`config.mk`:
```
export PLATFORM = sky130hd
export DESIGN_NAME = dli_top
export DESIGN_NICKNAME = d
export VERILOG_FILES = /design/src/rtl/dli_pkg.sv /design/src/rtl/dli_pair_metric.sv /design/src/rtl/dli_select.sv /design/src/rtl/dli_top.sv
export SDC_FILE = /design/constraint.sdc
export NUM_CORES = 1
export LEC_CHECK = 0
export ABC_AREA = 0
export BUFFER_PORTS_ARGS = -buffer_cell sky130_fd_sc_hd__clkbuf_2
export CORE_ASPECT_RATIO = 0.7
export CORE_UTILIZATION = 35
export DETAILED_ROUTE_END_ITERATION = 10
export PLACE_DENSITY = 0.6
export SLEW_MARGIN = 15
export SYNTH_ARGS = -nofsm -noshare
export SYNTH_HDL_FRONTEND = slang
export SYNTH_SLANG_ARGS = --single-unit
```
`constraint.sdc`:
```
create_clock -name clk -period 12.6 [get_ports clk]
set_input_delay 2.52 -clock clk [delete_from_list [all_inputs] [get_ports clk]]
set_output_delay 2.52 -clock clk [all_outputs]
set_load 0.02 [all_outputs]
```
`src/rtl/dli_pkg.sv`:
```
package dli_pkg;
  // candidate order doubles as tie priority: lower index wins
  localparam int unsigned NUM_PAIRS = 3;
  typedef enum logic [1:0] {
    PAIR_VERT = 2'd0,
    PAIR_FALL = 2'd1,
    PAIR_RISE = 2'd2
  } pair_e;
endpackage

```
`src/rtl/dli_pair_metric.sv`:
```
module dli_pair_metric #(
  parameter int unsigned PIX_W = 8
) (
  input  logic [PIX_W-1:0] a,
  input  logic [PIX_W-1:0] b,
  output logic [PIX_W-1:0] absd,
  output logic [PIX_W:0]   sum,
  output logic [PIX_W:0]   den
);
  always_comb begin
    absd = (a > b) ? (a - b) : (b - a);
    sum  = {1'b0, a} + {1'b0, b};
    // a+b+1 never exceeds 2^(PIX_W+1)-1
    den  = sum + 1'b1;
  end
endmodule

```
`src/rtl/dli_select.sv`:
```
module dli_select
  import dli_pkg::*;
#(
  parameter int unsigned PIX_W = 8
) (
  input  logic [PIX_W-1:0] absd [NUM_PAIRS],
  input  logic [PIX_W:0]   den  [NUM_PAIRS],
  input  logic [PIX_W:0]   sum  [NUM_PAIRS],
  output logic [PIX_W-1:0] avg
);
  localparam int unsigned PROD_W = 2 * PIX_W + 1;

  logic [PROD_W-1:0] lhs, rhs;
  logic [PIX_W:0]    best_sum;
  logic [PIX_W-1:0]  best_absd;
  logic [PIX_W:0]    best_den;

  always_comb begin
    best_sum  = sum[0];
    best_absd = absd[0];
    best_den  = den[0];
    lhs       = '0;
    rhs       = '0;
    for (int k = 1; k < NUM_PAIRS; k++) begin
      // absd[k]/den[k] < best_absd/best_den, cross-multiplied
      lhs = {{(PIX_W+1){1'b0}}, absd[k]} * {{PIX_W{1'b0}}, best_den};
      rhs = {{(PIX_W+1){1'b0}}, best_absd} * {{PIX_W{1'b0}}, den[k]};
      if (lhs < rhs) begin
        best_sum  = sum[k];
        best_absd = absd[k];
        best_den  = den[k];
      end
    end
    avg = best_sum[PIX_W:1];
  end
endmodule

```
`src/rtl/dli_top.sv`:
```
module dli_top
  import dli_pkg::*;
#(
  parameter int unsigned PIX_W = 8
) (
  input  logic             clk,
  input  logic             rst,
  input  logic             in_valid,
  input  logic [PIX_W-1:0] up_l,
  input  logic [PIX_W-1:0] up_c,
  input  logic [PIX_W-1:0] up_r,
  input  logic [PIX_W-1:0] dn_l,
  input  logic [PIX_W-1:0] dn_c,
  input  logic [PIX_W-1:0] dn_r,
  output logic             out_valid,
  output logic [PIX_W-1:0] out_pix
);
  logic [PIX_W-1:0] pa [NUM_PAIRS];
  logic [PIX_W-1:0] pb [NUM_PAIRS];
  logic [PIX_W-1:0] c_absd [NUM_PAIRS];
  logic [PIX_W:0]   c_sum  [NUM_PAIRS];
  logic [PIX_W:0]   c_den  [NUM_PAIRS];
  logic [PIX_W-1:0] s1_absd [NUM_PAIRS];
  logic [PIX_W:0]   s1_sum  [NUM_PAIRS];
  logic [PIX_W:0]   s1_den  [NUM_PAIRS];
  logic             s1_valid;
  logic [PIX_W-1:0] sel_avg;

  always_comb begin
    pa[PAIR_VERT] = up_c;  pb[PAIR_VERT] = dn_c;
    pa[PAIR_FALL] = up_l;  pb[PAIR_FALL] = dn_r;
    pa[PAIR_RISE] = up_r;  pb[PAIR_RISE] = dn_l;
  end

  for (genvar g = 0; g < NUM_PAIRS; g++) begin : g_pair
    dli_pair_metric #(.PIX_W(PIX_W)) u_metric (
      .a    (pa[g]),
      .b    (pb[g]),
      .absd (c_absd[g]),
      .sum  (c_sum[g]),
      .den  (c_den[g])
    );

    always_ff @(posedge clk) begin
      if (rst) begin
        s1_absd[g] <= '0;
        s1_sum[g]  <= '0;
        s1_den[g]  <= '0;
      end else if (in_valid) begin
        s1_absd[g] <= c_absd[g];
        s1_sum[g]  <= c_sum[g];
        s1_den[g]  <= c_den[g];
      end
    end
  end

  dli_select #(.PIX_W(PIX_W)) u_select (
    .absd (s1_absd),
    .den  (s1_den),
    .sum  (s1_sum),
    .avg  (sel_avg)
  );

  always_ff @(posedge clk) begin
    if (rst) begin
      s1_valid  <= 1'b0;
      out_valid <= 1'b0;
      out_pix   <= '0;
    end else begin
      s1_valid  <= in_valid;
      out_valid <= s1_valid;
      if (s1_valid) out_pix <= sel_avg;
    end
  end
endmodule

```
* After elaboration in Yosys (flattened, before gate mapping)
Cells that the tools add are included.
Operators by class: $mul 4, add/subtract/negate cells 12, multiplexer cells 7, magnitude comparators 5
Operators with widths (count):
- $mul 8x9->17 | 4
- $sub 8x8->8 | 6
- $lt 17x17->1 | 2
- $mux 8 | 4
- $add 8x8->9 | 3
- $add 9x1->9 const B | 3
- $mux 9 | 3
- $gt 8x8->1 | 3
Word-level totals: bits in registers 88, word-level logic and storage cells 40, output and inout port bits 9

* Depth between registers and ports, before layout
depth in word-level cells 6, depth in mapped cells 52, depth with buffers taken out 49

* Cells and area by module
From an unflattened synthesis, not the netlist that was laid out.
Unflattened totals: cells, all modules 1957, area total of the unflattened synthesis 17280.3 um^2
By module, submodules not included:
- dli_select | cells each 1216, area each 10480.1 um^2, instances 1
- dli_pair_metric | cells each 153, area each 1238.7 um^2, instances 3
- dli_top | cells each 282, area each 3084.2 um^2, instances 1

* Worst setup path after synthesis
Ideal clock, no wire load.
path type reg-to-reg, from register s1_absd[10] (netlist name), to register out_pix[0], setup time 117 ps, path buffers 3, arrival time 10952 ps, path slack 1530 ps, data required time 12483 ps, cell stages (with the launch flop) 50, cell sequence dfxtp_1 -> clkbuf_1 -> and2_1 -> fa_1 -> inv_1 -> fa_1 -> inv_1 -> fa_1 -> inv_1 -> fa_1 -> inv_1 -> ha_1 -> and2_1 -> a22o_1 -> a311o_1 -> a31oi_1 -> o21bai_1 -> xnor2_1 -> [... 14 more ...] -> fa_1 -> inv_1 -> ha_1 -> nor2b_1 -> o21a_1 -> o22a_1 -> a31oi_1 -> nor2b_1 -> xnor2_1 -> ha_1 -> a21o_1 -> a21o_1 -> a21o_1 -> a211oi_4 -> nand2b_1 -> nand2_2 -> a21oi_1 -> a32o_1
Between the ends: word-level cells in the longest chain between the ends 6
Ends and longest elaborated chain:
- start: declaration | line dli_top.sv:23 | logic [PIX_W-1:0] s1_absd [NUM_PAIRS];
- start signal: indexed assignment | line dli_top.sv:50 | s1_absd[g] <= c_absd[g];
- $mul 8x9->17 | line dli_select.sv:26 | lhs = {{(PIX_W+1){1'b0}}, absd[k]} * {{PIX_W{1'b0}}, best_den};
- $lt 17x17->1 | line dli_select.sv:28 | if (lhs < rhs) begin
- $mux 9 or $mux 8 (tied branches) | line dli_select.sv:28
- $mul 8x9->17, on equally long branches | line dli_select.sv:26, dli_select.sv:27
- $lt 17x17->1 | line dli_select.sv:28
- $mux 9 (*) | line dli_select.sv:28
- end signal: assignment | line dli_top.sv:72 | if (s1_valid) out_pix <= sel_avg;
- end: declaration | line dli_top.sv:16 | output logic [PIX_W-1:0] out_pix
Every way passes the cells marked *; elsewhere a longest branch is shown, timed or not. A chain may end at the register's enable or synchronous reset.

* Worst setup path after layout
from register s1_absd[10] (netlist name), to register out_pix[2]
Same word-level chain as after synthesis.

==> impl_metrics.env <==
export IMPL_tritoncts_num_buffers=9
export IMPL_cts_hold_fix_buffers=0
export IMPL_synth_cell_types=84
export IMPL_floorplan_initialDensity_pct=35.6
export IMPL_arrival_ns=12.11
export IMPL_clock_tree_from_tritoncts="yes"
export IMPL_cts_path_max_buffers=2
export IMPL_worstSetupEndpointType="register"
export IMPL_synth_top_cells_by_area="sky130_fd_sc_hd__fa_1, sky130_fd_sc_hd__ha_1, sky130_fd_sc_hd__dfxtp_1"
export IMPL_synthFlopType="sky130_fd_sc_hd__dfxtp_1"
export IMPL_viasPerCell=5.10
export IMPL_cts_sinks=85
export IMPL_ys_warn_count=0
export IMPL_power_internal_w=0.00106
export IMPL_ant_nets=0
export IMPL_detailed_place_hpwl_mm=39.2
export IMPL_min_delay_path_class="reg -> reg"
export IMPL_max_cap_check_violation_count=0
export IMPL_postSynthRegisterBits=85
export IMPL_asyncSetResetFlopFracSynth_pct=0
export IMPL_switching_share_pct=50.8
export IMPL_cts_clk_slew_worst_paths_ns=0.07
export IMPL_layout_area_overhead_vs_synth_pct=7.98
export IMPL_netSwitchingPower_w=0.00110
export IMPL_crit_fanout=16
export IMPL_drt_pre_antenna_iters=5
export IMPL_antenna_cells=0
export IMPL_cp_slowest_cell="sky130_fd_sc_hd__fa_1"
export IMPL_synth_yosys_seq_area_share_pct=9.95
export IMPL_final_seq_area_um2=1700
export IMPL_sequentialPowerShare_pct=17.9
export IMPL_global_route_usage_total_pct=18.9
export IMPL_post_synth_cell_area_avg_um2=8.45
export IMPL_final_power_w=0.00216
export IMPL_dr_total_vias=13800
export IMPL_globalRoute_totalOverflow=0
export IMPL_chipWidth_um=266
export IMPL_number_of_antenna_violations_at_the_first_check_in_global_routing=2
export IMPL_fillers=4912
export IMPL_cell_row_count=67
export IMPL_clkPwrFrac_pct=13.3
export IMPL_min_period_ns=11.86
export IMPL_number_of_enable_flip_flop_cells_after_synthesis=0
export IMPL_worst_path_largest_cell_delay_ns=0.54
export IMPL_min_to="s1_sum[24]"
export IMPL_power_density_nw_per_um2=117
export IMPL_post_synth_inst_count=2024
export IMPL_core_area_um2=48000
export IMPL_die_height_um=187
export IMPL_critical_path_reg2reg_startpoint="s1_absd[10]"
export IMPL_buffer_ports_inserted=59
export IMPL_post_synth_top_area_cell="sky130_fd_sc_hd__fa_1"
export IMPL_clock_tree_htree_level_count=3
export IMPL_rsz_0062_raised_after_global_routing="false"
export IMPL_outcome="finished clean"
export IMPL_vdd_drop_max_mv=0.103
export IMPL_power_frac_comb_pct=68.8
export IMPL_reg2reg_depth=45
export IMPL_slew_limit_headroom_pct=30.5
export IMPL_timing_clock_skew_ns=0.00547
export IMPL_layout_cell_share_with_drive_strength_beyond_1_pct=6.99
export IMPL_area_of_combinational_cells_with_multiple_inputs_um2=13800
export IMPL_wirelength_mm=46.1
export IMPL_timing_reg2reg_setup_slack_ns=0.74
export IMPL_number_of_setup_violations_in_the_final_report=0
export IMPL_drcViolationCount=0
export IMPL_worstReg2RegEnd="out_pix[2]"
export IMPL_hold_violations=0
export IMPL_max_freq_mhz=84.3
export IMPL_grt_max_degree=56
export IMPL_hold_path_startpoint="s1_sum[24]"
export IMPL_setup_total_negative_slack_ns=0
export IMPL_routabilityCongestion=0.895
export IMPL_wire_length_of_the_first_global_routing_pass_mm=74.5
export IMPL_finalCritPeriodShare_pct=94.1
export IMPL_synth_largest_type_area_fraction_pct=20.7
export IMPL_path_class="reg -> reg"
export IMPL_first_global_vias=13400
export IMPL_dr_first_iter_drc_count=1093
export IMPL_critPathRequiredTime_ns=12.86
export IMPL_worstSkewPairLatency_ns=0.36
export IMPL_nNetsFinal=2534
export IMPL_library_cell_used_as_clock_root_buffer="sky130_fd_sc_hd__clkbuf_16"
export IMPL_worst_slew_pin_slew_ns=1.03
export IMPL_static_leakage_power_nw=9.38
export IMPL_synth_cell_area_um2=17100
export IMPL_worstHoldPathCells=2
export IMPL_timing_critical_path_from_type="register"
export IMPL_pin_count=60
export IMPL_mappedNetlistNets=2504
export IMPL_post_drt_wl_per_cell_um=17.0
export IMPL_layout_core_utilization_pct=38.4
export IMPL_dieArea_um2=49800
export IMPL_report_final_slew_viol_count=0
-- placed cells by master (no fill, tap or decap), types with 15 or more instances in the layout --
| cell | netlist | final |
|---|---|---|
| sky130_fd_sc_hd__inv_1 | 346 | 346 |
| sky130_fd_sc_hd__ha_1 | 252 | 252 |
| sky130_fd_sc_hd__fa_1 | 177 | 177 |
| sky130_fd_sc_hd__and2_1 | 141 | 141 |
| sky130_fd_sc_hd__nor2b_1 | 113 | 113 |
| sky130_fd_sc_hd__nand2_1 | 98 | 98 |
| sky130_fd_sc_hd__nor2_1 | 93 | 93 |
| sky130_fd_sc_hd__a21oi_1 | 87 | 87 |
| sky130_fd_sc_hd__dfxtp_1 | 85 | 84 |
| sky130_fd_sc_hd__mux2i_1 | 79 | 77 |
| sky130_fd_sc_hd__xnor2_1 | 61 | 61 |
| sky130_fd_sc_hd__clkbuf_2 | 0 | 58 |
| sky130_fd_sc_hd__o21ai_0 | 40 | 40 |
| sky130_fd_sc_hd__nand3_1 | 37 | 37 |
| sky130_fd_sc_hd__nand2b_1 | 35 | 35 |
| sky130_fd_sc_hd__buf_4 | 7 | 30 |
| sky130_fd_sc_hd__nor3_1 | 29 | 29 |
| sky130_fd_sc_hd__a211oi_1 | 23 | 23 |
| sky130_fd_sc_hd__xor2_1 | 22 | 22 |
| sky130_fd_sc_hd__a21o_1 | 20 | 20 |
| sky130_fd_sc_hd__o21ai_1 | 17 | 17 |
| sky130_fd_sc_hd__o21a_1 | 17 | 17 |
| sky130_fd_sc_hd__o211ai_1 | 15 | 15 |
-- worst max-delay path, delay by kind of cell (launching register included) --
kind                     cells  cell delay, ns
XOR/XNOR                     2            0.31
flip-flops                   1            0.42
AND/OR/NAND/NOR              7            1.24
multiplexers                 1            0.44
adder cells (fa/ha/maj)     12            5.40
AO/OA/AOI/OAI               14            3.08
buffers and inverters        9            0.81
-- final cells by class --
type / count / area share, %
multi-input cells: 1524 / 74.8
flip-flops and latches: 85 / 9.22
inverters: 346 / 7.03
well taps: 655 / 4.44
repair buffers: 88 / 2.79
clock buffers: 10 / 1.29
clock inverters: 6 / 0.373
-- power by group through the flow --
stage               registers (W)  logic [W]  clock network [W]
CTS                      0.000385    0.00146           0.000290
floorplan                0.000346    0.00106                  0
detailed placement       0.000391    0.00145                  0
finish                   0.000386    0.00148           0.000287
global placement         0.000390    0.00142                  0
global route             0.000393    0.00166           0.000301
-- cell usage after synthesis (4+ instances only) --
| cell type | instances |
|---|---|
| sky130_fd_sc_hd__a211oi_1 | 23 |
| sky130_fd_sc_hd__a21o_1 | 20 |
| sky130_fd_sc_hd__a21oi_1 | 87 |
| sky130_fd_sc_hd__a31o_2 | 4 |
| sky130_fd_sc_hd__a31oi_1 | 7 |
| sky130_fd_sc_hd__a32o_1 | 9 |
| sky130_fd_sc_hd__and2_1 | 141 |
| sky130_fd_sc_hd__and3_1 | 8 |
| sky130_fd_sc_hd__and4_1 | 5 |
| sky130_fd_sc_hd__buf_1 | 8 |
| sky130_fd_sc_hd__buf_2 | 4 |
| sky130_fd_sc_hd__buf_4 | 7 |
| sky130_fd_sc_hd__clkbuf_1 | 48 |
| sky130_fd_sc_hd__dfxtp_1 | 85 |
| sky130_fd_sc_hd__fa_1 | 177 |
| sky130_fd_sc_hd__ha_1 | 252 |
| sky130_fd_sc_hd__inv_1 | 346 |
| sky130_fd_sc_hd__mux2_2 | 4 |
| sky130_fd_sc_hd__mux2i_1 | 79 |
| sky130_fd_sc_hd__nand2_1 | 98 |
| sky130_fd_sc_hd__nand2b_1 | 35 |
| sky130_fd_sc_hd__nand3_1 | 37 |
| sky130_fd_sc_hd__nand4_1 | 7 |
| sky130_fd_sc_hd__nor2_1 | 93 |
| sky130_fd_sc_hd__nor2b_1 | 113 |
| sky130_fd_sc_hd__nor3_1 | 29 |
| sky130_fd_sc_hd__nor3b_1 | 8 |
| sky130_fd_sc_hd__o2111ai_1 | 6 |
| sky130_fd_sc_hd__o211ai_1 | 15 |
| sky130_fd_sc_hd__o21a_1 | 17 |
| sky130_fd_sc_hd__o21ai_0 | 40 |
| sky130_fd_sc_hd__o21ai_1 | 17 |
| sky130_fd_sc_hd__o21bai_1 | 12 |
| sky130_fd_sc_hd__o311ai_1 | 5 |
| sky130_fd_sc_hd__o31ai_1 | 9 |
| sky130_fd_sc_hd__or2_2 | 6 |
| sky130_fd_sc_hd__or3_1 | 9 |
| sky130_fd_sc_hd__or4_1 | 4 |
| sky130_fd_sc_hd__xnor2_1 | 61 |
| sky130_fd_sc_hd__xor2_1 | 22 |
-- per-stage QoR --
stage | instances | instance area, µm² | hold WS, ns | setup slack (ns)
2_1_floorplan | 2024 | 17100 | 0.450 | 1.53
3_3_place_gp | 2697 | 18100 | 0.464 | 0.719
3_5_place_dp | 2697 | 18100 | 0.473 | 0.482
4_1_cts | 2713 | 18400 | 0.485 | 0.441
5_1_grt | 2714 | 18500 | 0.494 | 0.0648
6_report | 2714 | 18500 | 0.487 | 0.742
-- registers in the layout (all words and copies together), names as in the netlist --
signal / flops
s1_sum: 24
out_pix: 8
out_valid: 1
s1_valid: 1
s1_absd: 24
s1_den: 27
-- cell families after synthesis --
| group | count (synthesis) | synth area share [%] |
|---|---|---|
| flops | 85 | 9.95 |
| buf+inv | 415 | 9.37 |
| xor+xnor | 85 | 4.51 |
| compound gates | 317 | 12.7 |
| mux | 85 | 5.04 |
| fa+ha+maj | 429 | 39.2 |
| simple gates | 608 | 19.3 |
-- metal layers --
metal	routed length, µm	GRT usage (%)	vias to the layer above
met5	0	0	-
met4	145	1.53	0
met3	2940	2.88	12
met2	18000	25.9	384
met1	25000	31.2	6779
li1	-	-	6668
-- worst max-delay path by stage --
stage,from,end,slack [ns],depth (start not counted)
after floorplan,s1_absd[10],out_pix[0],1.53,49
after global placement,s1_absd[13],out_pix[3],0.72,44
after detailed placement,s1_absd[10],out_pix[5],0.48,44
after CTS,s1_absd[10],out_pix[5],0.44,44
after global routing,s1_den[14],out_pix[6],0.06,47
final,s1_absd[10],out_pix[2],0.74,45
-- timing repair --
item / CTS / global route
resized for setup: 0 / 5
endpoints found under the setup margin: 0 / 8
buffers inserted: 0 / 1
Power figures use the tool's default switching activity.
